--- src/rtl/rcp_pkg.sv ---
package rcp_pkg;

    // Stretch machine states: flag high in ST_IDLE, low in both hold states
    typedef enum logic [1:0] {
        ST_IDLE   = 2'd0,
        ST_HOLD_A = 2'd1,
        ST_HOLD_B = 2'd2
    } stretch_state_e;

    localparam int unsigned CS_COUNT = 2;

endpackage

--- src/rtl/rcp_capture.sv ---
module rcp_capture #(
    parameter int unsigned DATA_W = 22,
    parameter int unsigned CS_W   = 2
) (
    input  logic              clk,
    input  logic              rst_n,
    input  logic [CS_W-1:0]   cs_n,
    input  logic [DATA_W-1:0] data_in,
    output logic [DATA_W-1:0] data_q,
    output logic              valid_q
);

    logic any_sel;

    // A word counts when at least one chip select is low
    always_comb begin
        any_sel = 1'b0;
        for (int i = 0; i < int'(CS_W); i++) begin
            if (!cs_n[i]) any_sel = 1'b1;
        end
    end

    always_ff @(posedge clk or negedge rst_n) begin
        if (!rst_n) begin
            data_q  <= '0;
            valid_q <= 1'b0;
        end else begin
            data_q  <= data_in;
            valid_q <= any_sel;
        end
    end

endmodule

--- src/rtl/rcp_parity_cmp.sv ---
module rcp_parity_cmp #(
    parameter int unsigned DATA_W = 22
) (
    input  logic              clk,
    input  logic              rst_n,
    input  logic [DATA_W-1:0] data_q,
    input  logic              valid_q,
    input  logic              par_in,
    output logic              mismatch_q
);

    logic odd_total;

    // XOR across the registered word and the parity bit: 1 means odd count
    always_comb begin
        odd_total = par_in;
        for (int i = 0; i < int'(DATA_W); i++) begin
            odd_total = odd_total ^ data_q[i];
        end
    end

    always_ff @(posedge clk or negedge rst_n) begin
        if (!rst_n) mismatch_q <= 1'b0;
        else        mismatch_q <= valid_q & ~odd_total;
    end

endmodule

--- src/rtl/rcp_stretch_fsm.sv ---
module rcp_stretch_fsm
    import rcp_pkg::*;
(
    input  logic clk,
    input  logic rst_n,
    input  logic mismatch,
    output logic flag_n
);

    stretch_state_e state, state_nx;

    // Next-state logic
    always_comb begin
        state_nx = state;
        unique case (state)
            ST_IDLE:   state_nx = mismatch ? ST_HOLD_A : ST_IDLE;    // idle_to_hold_a / idle_stay
            ST_HOLD_A: state_nx = mismatch ? ST_HOLD_A : ST_HOLD_B;  // restart / hold_a_to_hold_b
            ST_HOLD_B: state_nx = mismatch ? ST_HOLD_A : ST_IDLE;    // restart / hold_b_to_idle
            default:   state_nx = ST_IDLE;
        endcase
    end

    // State register
    always_ff @(posedge clk or negedge rst_n) begin
        if (!rst_n) state <= ST_IDLE;
        else        state <= state_nx;
    end

    // Output decode
    always_comb begin
        flag_n = 1'b1;
        unique case (state)
            ST_IDLE:   flag_n = 1'b1;
            ST_HOLD_A: flag_n = 1'b0;
            ST_HOLD_B: flag_n = 1'b0;
            default:   flag_n = 1'b1;
        endcase
    end

    AST_MISMATCH_PULLS_LOW: assert property (@(posedge clk) disable iff (!rst_n)
        mismatch |=> !flag_n);
    AST_LOW_TWO_CYCLES: assert property (@(posedge clk) disable iff (!rst_n)
        $fell(flag_n) |=> !flag_n);
    AST_RESTART_HOLD: assert property (@(posedge clk) disable iff (!rst_n)
        (!flag_n && mismatch) |=> (state == ST_HOLD_A));
    AST_RELEASE_HIGH: assert property (@(posedge clk) disable iff (!rst_n)
        (state == ST_HOLD_B && !mismatch) |=> flag_n);

    always @(posedge clk) begin
        if (!rst_n) AST_RESET_HIGH: assert (flag_n);
    end

endmodule

--- src/rtl/rcp_parity_guard.sv ---
module rcp_parity_guard
    import rcp_pkg::*;
#(
    parameter int unsigned DATA_W = 22
) (
    input  logic              clk,
    input  logic              rst_n,
    input  logic              cs0_n,
    input  logic              cs1_n,
    input  logic [DATA_W-1:0] data_in,
    input  logic              par_in,
    output logic              err_n
);

    logic [DATA_W-1:0] word_q;
    logic              word_valid;
    logic              mismatch_q;

    rcp_capture #(
        .DATA_W (DATA_W),
        .CS_W   (CS_COUNT)
    ) u_capture (
        .clk     (clk),
        .rst_n   (rst_n),
        .cs_n    ({cs1_n, cs0_n}),
        .data_in (data_in),
        .data_q  (word_q),
        .valid_q (word_valid)
    );

    rcp_parity_cmp #(
        .DATA_W (DATA_W)
    ) u_cmp (
        .clk        (clk),
        .rst_n      (rst_n),
        .data_q     (word_q),
        .valid_q    (word_valid),
        .par_in     (par_in),
        .mismatch_q (mismatch_q)
    );

    rcp_stretch_fsm u_fsm (
        .clk      (clk),
        .rst_n    (rst_n),
        .mismatch (mismatch_q),
        .flag_n   (err_n)
    );

    AST_MASKED_NO_MISMATCH: assert property (@(posedge clk) disable iff (!rst_n)
        !word_valid |=> !mismatch_q);

endmodule

--- config.mk ---
export PLATFORM = sky130hd
export DESIGN_NAME = rcp_parity_guard
export DESIGN_NICKNAME = d
export VERILOG_FILES = /design/src/rtl/rcp_pkg.sv /design/src/rtl/rcp_capture.sv /design/src/rtl/rcp_parity_cmp.sv /design/src/rtl/rcp_stretch_fsm.sv /design/src/rtl/rcp_parity_guard.sv
export SDC_FILE = /design/constraint.sdc
export NUM_CORES = 1
export LEC_CHECK = 0
export ABC_AREA = 1
export BUFFER_PORTS_ARGS = -buffer_cell sky130_fd_sc_hd__buf_2
export CORE_AREA = 3 3 52 54
export CTS_CLUSTER_SIZE = 30
export DETAILED_ROUTE_END_ITERATION = 8
export DIE_AREA = 0 0 55 57
export GPL_TIMING_DRIVEN = 0
export PLACE_DENSITY = 0.78
export SETUP_SLACK_MARGIN = 0.1
export SYNTH_ARGS = -nofsm -noshare
export SYNTH_HDL_FRONTEND = slang
export SYNTH_HIERARCHICAL = 1
export SYNTH_SLANG_ARGS = --single-unit
--- constraint.sdc ---
create_clock -name clk -period 1.4 [get_ports clk]
set_input_delay 0.28 -clock clk [delete_from_list [all_inputs] [get_ports clk]]
set_output_delay 0.28 -clock clk [all_outputs]
set_load 0.02 [all_outputs]
### After elaboration in Yosys (flattened, before gate mapping)

Cells that the tools add are included.
Widths: inputs -> output; s select.

* flip-flop bits (word level): 26
* bits in latches: 0
* bits in writable memories: 0
* bits in read-only memories: 0
* output and inout bits: 1
* memories: 0

* add/subtract/negate cells: 0
* multiply operators: 0
* divide/modulo/power cells: 0
* $lt $le $gt $ge: 0
* eq/ne operators: 2
* shift operators: 0
* muxes and demuxes: 6
* bitwise gates (word level): 24
* reductions and logical operators: 3

Operators by type and width (number)
* $xor 1x1->1: 22
* $mux 1: 4
* $pmux 2 s2: 1
* $reduce_or 2->1: 2
* $eq 2x1->1 const B: 1
* $eq 2x2->1 const B: 1
* $logic_not 2->1: 1
* $mux 2: 1
* $and 1x1->1: 1
* $not 1->1: 1

### Logic depth before layout (Yosys ltp)

Gate-level depths: netlist of the first run.

* word-level depth: 24
* mapped depth: 13
* gate-level depth less buffers: 13

### By module

The synthesis of the first run kept the hierarchy.

Modules (own cells, without submodules)
* rcp_capture: instances 1, cells an instance 24, area an instance 579.3 um2, sequential area each 575.6 um2
* rcp_parity_cmp: instances 1, cells an instance 90, area an instance 420.4 um2, sequential area each 25.0 um2
* rcp_stretch_fsm: instances 1, cells an instance 15, area an instance 136.4 um2, sequential area each 50.0 um2

### Least setup slack after synthesis of the first run

Ideal clock, no wire load.

* kind: reg-to-reg
* start point: register u_capture.data_q[20]
* end point: register u_cmp.mismatch_q
* library setup time: 0.119 ns
* data arrival time: 1.040 ns
* required time: 1.281 ns
* path slack: 0.241 ns
* cell stages (with the launch flop): 11
* period minus slack after synthesis: 1.159 ns
* cells stage by stage: dfrtp_1 -> nor2_2 -> inv_1 -> nand2_1 -> nand2_1 -> nand2_1 -> nand2_1 -> nand2_2 -> nand2_1 -> a21oi_1 -> nor2_1

* word-level cells in the longest chain between the ends: 4

Ends and longest elaborated chain
* start, declared: RTL line rcp_capture.sv:9 `output logic [DATA_W-1:0] data_q,`
* start signal, assigned: RTL line rcp_capture.sv:28 `data_q <= data_in;`
* $xor 1x1->1 (2 in a row): RTL line rcp_parity_cmp.sv:18 `odd_total = odd_total ^ data_q[i];`
* $not 1->1: RTL line rcp_parity_cmp.sv:24 `else mismatch_q <= valid_q & ~odd_total;`
* $and 1x1->1: RTL line rcp_parity_cmp.sv:24
* end signal, assigned: RTL line rcp_parity_cmp.sv:24
* end, declared: RTL line rcp_parity_cmp.sv:9 `output logic mismatch_q`

No other way between the ends.

### Final worst setup path of the first run

* start point: register u_fsm.state[1]
* end point: output err_n

* word-level cells in the longest chain between the ends: 3
* elaborated cells on any way between the ends: 4

Ends and longest elaborated chain
* start, declared: RTL line rcp_stretch_fsm.sv:10 `stretch_state_e state, state_nx;`
* start signal, assigned: RTL line rcp_stretch_fsm.sv:26 `else state <= state_nx;`
* $eq 2x1->1 / $eq 2x2->1 (equally long branches): RTL line rcp_stretch_fsm.sv:32 `unique case (state)`
* $reduce_or 2->1 (no source line) *
* $mux 1 *: RTL line rcp_stretch_fsm.sv:32
* end, declared: RTL line rcp_parity_guard.sv:12 `output logic err_n`

Every way passes the cells marked *; elsewhere a longest branch is shown, timed or not.

==> results by group, run 1 <==
Run status
  – Status: finished with violations
  – Failing checks: negative setup slack

Timing
  – Final-report max-slew violation count: 0
  – Worst hold slack: 64.1 ps
  – Final Setup Violations: 1
  – Period utilisation layout: 1.03
  – FMAX: 693 MHz
  – Min Clock Period, post-route: 1440 ps
  – Final hold vios: 0
  – Setup WS post-layout: -43.2 ps
  – Final Skew: 2.56 ps
  – Relative slew slack: 0.630
  – RSZ-0062 raised after global routing: yes
  – Worst Max-Slew Pin Slew: 555 ps

Setup path
  – Critical Path Start Type: flip-flop
  – CP Data Arrival Time: 1160 ps
  – CP max stage delay: 400 ps
  – Cell breakdown of the critical path: inv_2 > ha_4 > inv_2 > buf_6
  – Worst R2R Path Depth: 12
  – R2R Path Start: u_capture/data_q[20]$_DFF_PN0_
  – Minimum setup slack among reg-to-reg paths: 120 ps
  – Critical path peak fanout: 2
  – Worst EP required: 1120 ps
  – Worst path top cell family by delay: flip-flops
  – Crit end category: output pin
  – Worst setup path start: u_fsm/state[1]$_DFF_PN0_
  – Reg2reg end: u_cmp/mismatch_q$_DFF_PN0_
  – Crit-path slowest cell: dfrtp_1
  – Most frequent CP cell: inv_2
  – Buf/Inv on CP: 3
  – Crit Path Category: reg2out

Placed design
  – GP Congestion: 0.624
  – HPWL after DPL: 1.35 mm
  – Port Buffers: 27
  – Post-place instance area: 1310 sq um

Synth
  – FF+latch count, synth: 26
  – Syn avg cell area: 8.81 sq um
  – Largest area contributor in the netlist: dfrtp_1
  – Netlist Area Pre-Place: 1140 sq um
  – Commonest cells in the netlist: nand2_1 (40), dfrtp_1 (26), inv_1 (26), nor2_1 (8)
  – Post-synth top area share: 0.573
  – Syn_nets: 160
  – Synth top area cells: dfrtp_1 (57%), nand2_1 (13%), inv_1 (8.6%)
  – Unique masters post-synth: 14
  – Cell with the most instances after synthesis: nand2_1
  – Mapped Cells: 129
  – Synthesis Warnings: 6
  – Top FF cell, synth: dfrtp_1
  – Post-synth ARST share: 1.00
  – Number of synthesized flops with an enable pin: 0
  – Sequential area share after synthesis: 0.573

GRT
  – Vias in the first global route: 841
  – First-pass GRT wire length: 2.97 mm
  – Total grt overflow: 0
  – Initial antenna violation count: 0
  – GRT Total Usage: 0.128
  – Largest net degree at the start of global routing: 27

Die
  – Initial Util: 0.504
  – I/O pin total: 28
  – Die H: 57 um
  – Site Rows: 17
  – DIE AREA: 3140 sq um
  – Core area: 2250 sq um
  – Die Wd: 55 um

Drt
  – DRC viols: 0
  – Drt initial violations: 6
  – DR vias/cell: 4.30
  – Via Count: 834
  – DR pass1 iterations: 4
  – Post-DR wirelength/cell: 8.97 um
  – Antenna viol nets, final: 0
  – Final WL: 1.74 mm

Worst hold path
  – Hold Crit Class: in2reg
  – Hold EP: u_capture/data_q[5]$_DFF_PN0_
  – Hold depth: 1
  – Worst Hold Launch: data_in[5]

Flow run
  – Max Cap Violations: 0

Finish
  – Fillers: 203
  – Cell area after layout: 1420 sq um
  – Fraction of layout cells with a size suffix above 1: 0.319
  – Nets: 198
  – Number of antenna diodes: 0
  – Layout area overhead: 24.7%

Power
  – Pwr/cell area: 1230 nW/um^2
  – LEAKAGE: 0.825 nW
  – IR drop worst, VDD: 0.00115 V

Clock network
  – Clock Pin Slew Worst Setup and Hold Paths: 130 ps
  – Clock sinks: 26
  – CTS Buf Count: 3
  – H-tree levels: 1
  – CTS tree: built
  – CTS Root Buffer Type: clkbuf_4
  – Bufs on Longest Clock Path: 2
  – Clock Latency Late Sink: 310 ps
layout by cell type (no fill, tap or decap):
cell type,Yosys,routed
nand2_1,40,39
buf_2,0,26
dfrtp_1,26,26
inv_1,26,23
nor2_1,8,8
inv_2,3,6
nand2_2,5,6
buf_4,0,5
nand3_1,5,4
xnor2_1,4,4
clkbuf_4,0,3
ha_1,4,3
nor2_2,2,2
nand3_2,1,2
xor2_1,2,2
a21oi_1,2,2
clkbuf_8,0,1
dlygate4sd3_1,0,1
buf_6,0,1
nor3_1,1,1
ha_4,0,1
flip-flops by register name, summed over array words and instances (netlist names):
register	count
u_capture/data_q	22
u_capture/valid_q	1
u_cmp/mismatch_q	1
u_fsm/state	2
layer usage:
metal / GRT usage / vias up / wire length (um)
li1: - / 443 / -
met2: 0.242 / 24 / 922
met5: 0 / - / 0
met1: 0.130 / 367 / 697
met3: 0.0313 / 0 / 120
met4: 0.0417 / 0 / 0
layout make-up:
| cell class | instances | area, sq um | share of cell area |
|---|---|---|---|
| Sequential cell | 26 | 651 | 0.459 |
| Multi-Input combinational cell | 74 | 397 | 0.280 |
| Timing Repair Buffer | 33 | 189 | 0.133 |
| Inverter | 29 | 109 | 0.0769 |
| Clock buffer | 4 | 36.3 | 0.0256 |
| Tap cell | 28 | 35.0 | 0.0247 |
stage by stage:
| stage | setup slack (ps) | std cells | total power [W] | setup TNS [ps] | utilization |
|---|---|---|---|---|---|
| floorplan | 241 | 129 | 0.00112 | 0 | - |
| global placement | 187 | 184 | 0.00121 | 0 | 0.579 |
| detailed placement | 134 | 184 | 0.00124 | 0 | 0.579 |
| CTS | -48.2 | 193 | 0.00175 | -48.2 | 0.622 |
| global route | -112 | 194 | 0.00189 | -112 | 0.628 |
| finish | -43.2 | 194 | 0.00174 | -43.2 | 0.628 |
repair_timing:
action                                 4_1_cts  5_1_grt
setup endpoints to repair                    1        2
endpoints found under the hold margin       26        0
hold buffers                                 1        0
pin swaps                                    0        4
buffers inserted                             4        1
resized for setup                            6        2
where the power goes:
group	internal [W]	switching (W)	total, W
registers	0.000816	0.0000394	0.000856
logic	0.000263	0.000260	0.000524
clock network	0.000159	0.000206	0.000364
worst max path at each step:
stage / cells after the start / end / slack (ps)
floorplan: 10 / u_cmp/mismatch_q$_DFF_PN0_ / 240
global placement: 10 / u_cmp/mismatch_q$_DFF_PN0_ / 190
detailed placement: 10 / u_cmp/mismatch_q$_DFF_PN0_ / 130
CTS: 4 / err_n / -50
global route: 4 / err_n / -110
finish: 4 / err_n / -40
cell families (layout without fill, tap and decap cells):
group,Yosys count,after routing,synth area share
simple gates,62,62,0.232
xor+xnor,6,6,0.0463
fa+ha+maj,4,4,0.0441
flops,26,26,0.573
buf+inv,29,66,0.0958
compound gates,2,2,0.00881
Power figures use the tool's default switching activity.
==> run 2: changes to the inputs <==
==> constraint.sdc (replaced) <==
create_clock -name clk -period 1.4 [get_ports clk]
set_input_delay 0.28 -clock clk [delete_from_list [all_inputs] [get_ports clk]]
set_output_delay 0.28 -clock clk [all_outputs]
set_load 0.005 [all_outputs]
==> results by group, run 2 (synthesis gave the netlist of run 1 again) <==
Drt
  – Post-DR wirelength/cell: 9.02 um (+0.57%)
  – DRC viols: 0 (unchanged)
  – Final WL: 1.79 mm (+2.6%)
  – Via Count: 852 (+2.2%)
  – DR pass1 iterations: 4 (unchanged)
  – DR vias/cell: 4.30 (about the same)
  – Antenna viol nets, final: 0 (unchanged)
  – Drt initial violations: 5 (-1)

Timing
  – Final Setup Violations: 1 (unchanged)
  – Period utilisation layout: 1.02 (-0.0152)
  – Worst Max-Slew Pin Slew: 556 ps (+1.18 ps)
  – FMAX: 703 MHz (+1.5%)
  – Final Skew: 2.72 ps (+0.158 ps)
  – Setup WS post-layout: -21.9 ps (+21.3 ps)
  – Relative slew slack: 0.629 (-0.000787)
  – Final-report max-slew violation count: 0 (unchanged)
  – Worst hold slack: 64.1 ps (unchanged)
  – Final hold vios: 0 (unchanged)
  – RSZ-0062 raised after global routing: yes
  – Min Clock Period, post-route: 1420 ps (-21.3 ps)

Setup path
  – Minimum setup slack among reg-to-reg paths: 120 ps (about the same)
  – R2R Path Start: u_capture/data_q[20]$_DFF_PN0_
  – Crit Path Category: reg2out
  – Worst setup path start: u_fsm/state[0]$_DFF_PN0_
  – Reg2reg end: u_cmp/mismatch_q$_DFF_PN0_
  – Critical path peak fanout: 2 (unchanged)
  – CP Data Arrival Time: 1140 ps (-20 ps)
  – Worst R2R Path Depth: 12 (unchanged)
  – Critical Path Start Type: flip-flop
  – Worst EP required: 1120 ps (about the same)
  – Crit end category: output pin

Run status
  – Status: finished with violations
  – Failing checks: negative setup slack

Finish
  – Most common cell after layout, fill and taps aside: nand2_1
  – Layout area overhead: 27.3%
  – Commonest non-fill, non-tap cells in the layout: nand2_1 (39), buf_2 (26), dfrtp_1 (26), inv_1 (23), buf_4 (9)
  – Number of antenna diodes: 0 (unchanged)
  – Fillers: 198 (-2.5%)
  – Fin util: 0.642 (+0.0133)
  – Fraction of layout cells with a size suffix above 1: 0.335 (+0.0160)
  – Cell area after layout: 1450 sq um (+2.1%)
  – Nets: 202 (+2.0%)
  – Top flop regs: u_capture/data_q: 22 flops, u_fsm/state: 2 flops
  – Largest Register: u_capture/data_q
  – Largest register FFs: 22 (unchanged)

Clock network
  – CTS tree: built
  – Clock Pin Slew Worst Setup and Hold Paths: 130 ps (about the same)
  – Bufs on Longest Clock Path: 2 (unchanged)
  – H-tree levels: 1 (unchanged)
  – Clock sinks: 26 (unchanged)
  – CTS Buf Count: 3 (unchanged)
  – Clock Latency Late Sink: 310 ps (about the same)
  – CTS Root Buffer Type: clkbuf_4

Die
  – I/O pin total: 28 (unchanged)
  – DIE AREA: 3140 sq um (unchanged)
  – Die Wd: 55 um (unchanged)
  – Die H: 57 um (unchanged)
  – Site Rows: 17 (unchanged)
  – Initial Util: 0.504 (unchanged)
  – Core area: 2250 sq um (unchanged)

Placed design
  – GP Congestion: 0.624 (unchanged)
  – Worst slack, placed: 134 ps (unchanged)
  – Port Buffers: 27 (unchanged)
  – HPWL after DPL: 1.35 mm (unchanged)
  – Post-place instance area: 1310 sq um (unchanged)

Power
  – Clock network power share: 0.204 (-0.005)
  – Sequential group share of total power: 0.480 (-0.011)
  – Pwr/cell area: 1230 nW/um^2 (+0.13%)
  – Internal: 0.00129 W (+4.1%)
  – LEAKAGE: 0.844 nW (+2.3%)
  – IR drop worst, VDD: 0.00100 V (-13%)
  – Combinational power share: 0.315 (+0.015)
  – Net switching power: 0.000493 W (-2.4%)
  – Sw Ratio: 0.277 (-0.0132)

GRT
  – Met1 usage: 0.130 (unchanged)
  – Largest net degree at the start of global routing: 27 (unchanged)
  – Initial antenna violation count: 0 (unchanged)
  – Gr busiest metal: met2
  – Met3 Track Usage GR: 0.0313 (unchanged)
  – Total grt overflow: 0 (unchanged)
  – Vias in the first global route: 855 (+1.7%)
  – GR Util met2: 0.248 (+0.00676)
  – First-pass GRT wire length: 3.01 mm (+1.4%)
  – GRT Total Usage: 0.130 (+0.00210)

Worst hold path
  – Hold depth: 1 (unchanged)
  – Hold EP: u_capture/data_q[5]$_DFF_PN0_
  – Hold Crit Class: in2reg
  – Worst Hold Launch: data_in[5]

Flow run
  – Max Cap Violations: 0 (unchanged)
==> run 2: timing repair <==
item | 4_1_cts | 5_1_grt
resized for setup | 4 | 3
setup endpoints to repair | 1 | 2
buffers inserted | 5 | 4
hold buffers | 1 | 0
hold endpoints to repair | 26 | 0
pin swaps | 1 | 3
==> run 2: power groups by stage <==
stage,Sequential [W],Combinational (W),Clock [W]
finish,0.000856,0.000563,0.000364
global route,0.000863,0.000643,0.000424
CTS,0.000855,0.000465,0.000380
detailed placement,0.000875,0.000335,0
global placement,0.000869,0.000310,0
floorplan,0.000866,0.000222,0
==> run 2: through the flow <==
step | total power [W] | setup TNS (ps) | cells
after detailed placement | 0.00121 | 0 | 184
final | 0.00178 | -21.9 | 198
after CTS | 0.00170 | -33.6 | 194
after global placement | 0.00118 | 0 | 184
after global routing | 0.00193 | -99.3 | 198
after floorplan | 0.00109 | 0 | 129
==> run 2: worst max-delay path, stage by stage, from the launching register on <==
cell	delay, ps
dfrtp_1	390
inv_2	60
ha_4	260
inv_2	30
buf_6	100
==> run 2: final cells by class <==
type,instances,area [sq um],share of cell area
Multi-Input combinational cell,74,397,0.274
Inverter,29,109,0.0753
Tap cell,28,35.0,0.0242
Clock buffer,4,36.3,0.0251
Timing Repair Buffer,37,219,0.151
Sequential cell,26,651,0.450
==> run 2: worst max-delay path by stage <==
stage                                       to  slack [ps]  depth (start not counted)
floorplan           u_cmp/mismatch_q$_DFF_PN0_         240                         10
global placement    u_cmp/mismatch_q$_DFF_PN0_         190                         10
detailed placement  u_cmp/mismatch_q$_DFF_PN0_         130                         10
CTS                                      err_n         -30                          4
global route                             err_n        -100                          4
finish                                   err_n         -20                          4
==> run 2: routing by layer <==
| layer | vias to the layer above | part of all wire |
|---|---|---|
| met5 | - | 0 |
| met4 | 0 | 0 |
| met3 | 0 | 0.067 |
| met2 | 24 | 0.53 |
| met1 | 376 | 0.40 |
| li1 | 452 | - |
==> run 3: changes to the inputs <==
--- a/config.mk
+++ b/config.mk
@@ -5,15 +5,15 @@
 export SDC_FILE = /design/constraint.sdc
 export NUM_CORES = 1
 export LEC_CHECK = 0
-export ABC_AREA = 1
 export BUFFER_PORTS_ARGS = -buffer_cell sky130_fd_sc_hd__buf_2
-export CORE_AREA = 3 3 52 54
+export CORE_AREA = 3 3 49 51
 export CTS_CLUSTER_SIZE = 30
 export DETAILED_ROUTE_END_ITERATION = 8
-export DIE_AREA = 0 0 55 57
+export DIE_AREA = 0 0 52 54
 export GPL_TIMING_DRIVEN = 0
-export PLACE_DENSITY = 0.78
+export PLACE_DENSITY = 0.77
 export SETUP_SLACK_MARGIN = 0.1
+export SLEW_MARGIN = 10
 export SYNTH_ARGS = -nofsm -noshare
 export SYNTH_HDL_FRONTEND = slang
 export SYNTH_HIERARCHICAL = 1
==> results by group, run 3 <==
Run status
  – Failing checks: negative setup slack
  – Status: finished with violations

Drt
  – DR pass1 iterations: 1 (-3)
  – DRC viols: 0 (unchanged)
  – Via Count: 505 (-41%)
  – Drt initial violations: 0 (-5)
  – Antenna viol nets, final: 0 (unchanged)
  – Post-DR wirelength/cell: 9.20 um (+1.9%)
  – Final WL: 1.13 mm (-37%)
  – DR vias/cell: 4.11 (-4.6%)

Timing
  – Total negative setup slack: -112 ps (-90.0 ps)
  – Final Setup Violations: 1 (unchanged)
  – Final-report max-slew violation count: 0 (unchanged)
  – FMAX: 661 MHz (-6.0%)
  – Period utilisation layout: 1.08 (+0.0643)
  – Setup WS post-layout: -112 ps (-90.0 ps)
  – Relative slew slack: 0.649 (+0.0196)
  – RSZ-0062 raised after global routing: yes
  – Final Skew: 1.96 ps (-0.755 ps)
  – Worst Max-Slew Pin Slew: 526 ps (-29.4 ps)
  – Min Clock Period, post-route: 1510 ps (+90.0 ps)
  – Worst hold slack: 82.6 ps (+18.5 ps)
  – Final hold vios: 0 (unchanged)

Finish
  – Largest register FFs: 22 (unchanged)
  – Commonest non-fill, non-tap cells in the layout: buf_2 (26), dfrtp_1 (26), xnor2_1 (16), buf_4 (6), xor2_1 (4)
  – Fraction of layout cells with a size suffix above 1: 0.458 (+0.123)
  – Nets: 129 (-36%)
  – Layout area overhead: 28.0%
  – Number of antenna diodes: 0 (unchanged)
  – Largest Register: u_capture/data_q
  – Fillers: 164 (-17%)
  – Top flop regs: u_capture/data_q: 22 flops, u_fsm/state: 2 flops

Placed design
  – Port Buffers: 27 (unchanged)
  – Worst slack, placed: -123 ps (-258 ps)
  – GP Congestion: 0.603 (-3.4%)
  – HPWL after DPL: 842 um (-37%)

Setup path
  – CP Data Arrival Time: 1710 ps (+570 ps)
  – Crit Path Category: reg2reg
  – Critical path peak fanout: 1 (-1)
  – Crit-path slowest cell: xnor3_1
  – Cell breakdown of the critical path: xnor2_1 > xnor2_1 > xnor2_1 > xnor3_1 > and2_4
  – Crit end category: flip-flop
  – Worst EP required: 1600 ps (+480 ps)
  – CP max stage delay: 400 ps (about the same)
  – Most frequent CP cell: xnor2_1
  – Critical Path Start Type: flip-flop

Synth
  – Commonest cells in the netlist: dfrtp_1 (26), xnor2_1 (16), ha_1 (4), xor2_1 (4), inv_1 (3)
  – Cell with the most instances after synthesis: dfrtp_1
  – Netlist Area Pre-Place: 955 sq um (-16%)
  – Top FF cell, synth: dfrtp_1
  – Post-synth ARST share: 1.00 (unchanged)
  – Largest area contributor in the netlist: dfrtp_1
  – Synthesis Warnings: 6 (unchanged)
  – Mapped Cells: 59 (-54%)
  – Sequential area share after synthesis: 0.682 (+0.109)
  – Number of synthesized flops with an enable pin: 0 (unchanged)
  – Synth top area cells: dfrtp_1 (68%), xnor2_1 (15%), ha_1 (5.2%)
  – FF+latch count, synth: 26 (unchanged)
  – Unique masters post-synth: 10 (-4)
  – Post-synth top area share: 0.682 (+0.109)
  – Syn avg cell area: 16.2 sq um (+84%)
  – Syn_nets: 90 (-44%)

GRT
  – Vias in the first global route: 520 (-39%)
  – Total grt overflow: 0 (unchanged)
  – Initial antenna violation count: 0 (unchanged)
  – First-pass GRT wire length: 2.09 mm (-31%)
  – Largest net degree at the start of global routing: 27 (unchanged)
  – GRT Total Usage: 0.104 (-0.0263)

Power
  – Internal: 0.00131 W (+1.8%)
  – Pwr/cell area: 1420 nW/um^2 (+15%)
  – Combinational power share: 0.345 (+0.030)
  – Sequential group share of total power: 0.497 (+0.017)
  – Sw Ratio: 0.243 (-0.0334)
  – Net switching power: 0.000422 W (-14%)
  – IR drop worst, VDD: 0.000806 V (-20%)
  – LEAKAGE: 0.585 nW (-31%)
  – Clock network power share: 0.158 (-0.046)

Clock network
  – Clock Pin Slew Worst Setup and Hold Paths: 110 ps (-20 ps)
  – Clock sinks: 26 (unchanged)
  – Clock Latency Late Sink: 290 ps (-20 ps)
  – CTS Buf Count: 3 (unchanged)
  – Bufs on Longest Clock Path: 2 (unchanged)
  – H-tree levels: 1 (unchanged)
  – CTS Root Buffer Type: clkbuf_4
  – CTS tree: built

Flow run
  – Max Cap Violations: 0 (unchanged)

Die
  – Initial Util: 0.482 (-0.0222)
  – Die H: 54 um (-5.3%)
  – Die Wd: 52 um (-5.5%)
  – Core area: 1980 sq um (-12%)
  – I/O pin total: 28 (unchanged)
  – DIE AREA: 2810 sq um (-10%)
  – Site Rows: 16 (-1)

Worst hold path
  – Hold Crit Class: in2reg
run 3: worst max-delay path, delay by kind of cell (launching register included):
kind	cells	cell delay (ps)
AND/OR/NAND/NOR	1	140
flip-flops	1	390
XOR/XNOR	4	880
run 3: layout make-up:
type / count / area (sq um) / area share
flip-flops and latches: 26 / 651 / 0.532
inverters: 3 / 11.3 / 0.00921
repair buffers: 34 / 196 / 0.161
multi-input cells: 30 / 308 / 0.252
clock buffers: 3 / 22.5 / 0.0184
well taps: 27 / 33.8 / 0.0276
run 3: stage by stage:
| stage | util | instances | total power, W | cell area [sq um] |
|---|---|---|---|---|
| 2_1_floorplan | - | 59 | 0.00116 | 955 |
| 3_3_place_gp | 0.567 | 113 | 0.00125 | 1120 |
| 3_5_place_dp | 0.567 | 113 | 0.00128 | 1120 |
| 4_1_cts | 0.605 | 121 | 0.00167 | 1200 |
| 5_1_grt | 0.617 | 123 | 0.00186 | 1220 |
| 6_report | 0.617 | 123 | 0.00174 | 1220 |
run 3: path summary, 6_finish.rpt:
| path | from | slack (ps) | depth (start not counted) | to |
|---|---|---|---|---|
| max | u_capture/data_q[19]$_DFF_PN0_ | -110 | 5 | u_cmp/mismatch_q$_DFF_PN0_ |
| min | data_in[3] | 80 | 1 | u_capture/data_q[3]$_DFF_PN0_ |
| max reg2reg | u_capture/data_q[19]$_DFF_PN0_ | -110 | 5 | u_cmp/mismatch_q$_DFF_PN0_ |
| min reg2reg | u_cmp/mismatch_q$_DFF_PN0_ | 460 | 1 | u_fsm/state[1]$_DFF_PN0_ |
| max in group asynchronous | rst_n | 550 | 2 | u_capture/data_q[3]$_DFF_PN0_ |
| min in group asynchronous | rst_n | 500 | 2 | u_capture/data_q[1]$_DFF_PN0_ |
run 3: kinds of logic after synthesis:
| logic type | share of synthesized area |
|---|---|
| flip-flops | 0.682 |
| adder cells (fa/ha/maj) | 0.0524 |
| AND/OR/NAND/NOR | 0.0472 |
| XOR/XNOR | 0.207 |
| buffers and inverters | 0.0118 |
run 3: repair_timing:
action / 4_1_cts / 5_1_grt
hold buffers: 1 / 0
resized for setup: 4 / 2
pin swaps: 5 / 3
setup buffers: 4 / 2
setup endpoints to repair: 2 / 2
endpoints found under the hold margin: 26 / 0
run 3: layer usage:
layer	up-vias	wire, um	part of all wire	GRT usage
li1	254	-	-	-
met1	230	441	0.39	0.133
met2	21	570	0.50	0.167
met3	0	118	0.10	0.0277
met4	0	0	0	0.0393
met5	-	0	0	0
run 3: power groups by stage:
| stage | sequential [W] | clock (W) | combinational, W |
|---|---|---|---|
| floorplan | 0.000873 | 0 | 0.000284 |
| global placement | 0.000875 | 0 | 0.000373 |
| detailed placement | 0.000882 | 0 | 0.000394 |
| CTS | 0.000862 | 0.000294 | 0.000514 |
| global route | 0.000871 | 0.000324 | 0.000668 |
| finish | 0.000863 | 0.000273 | 0.000599 |
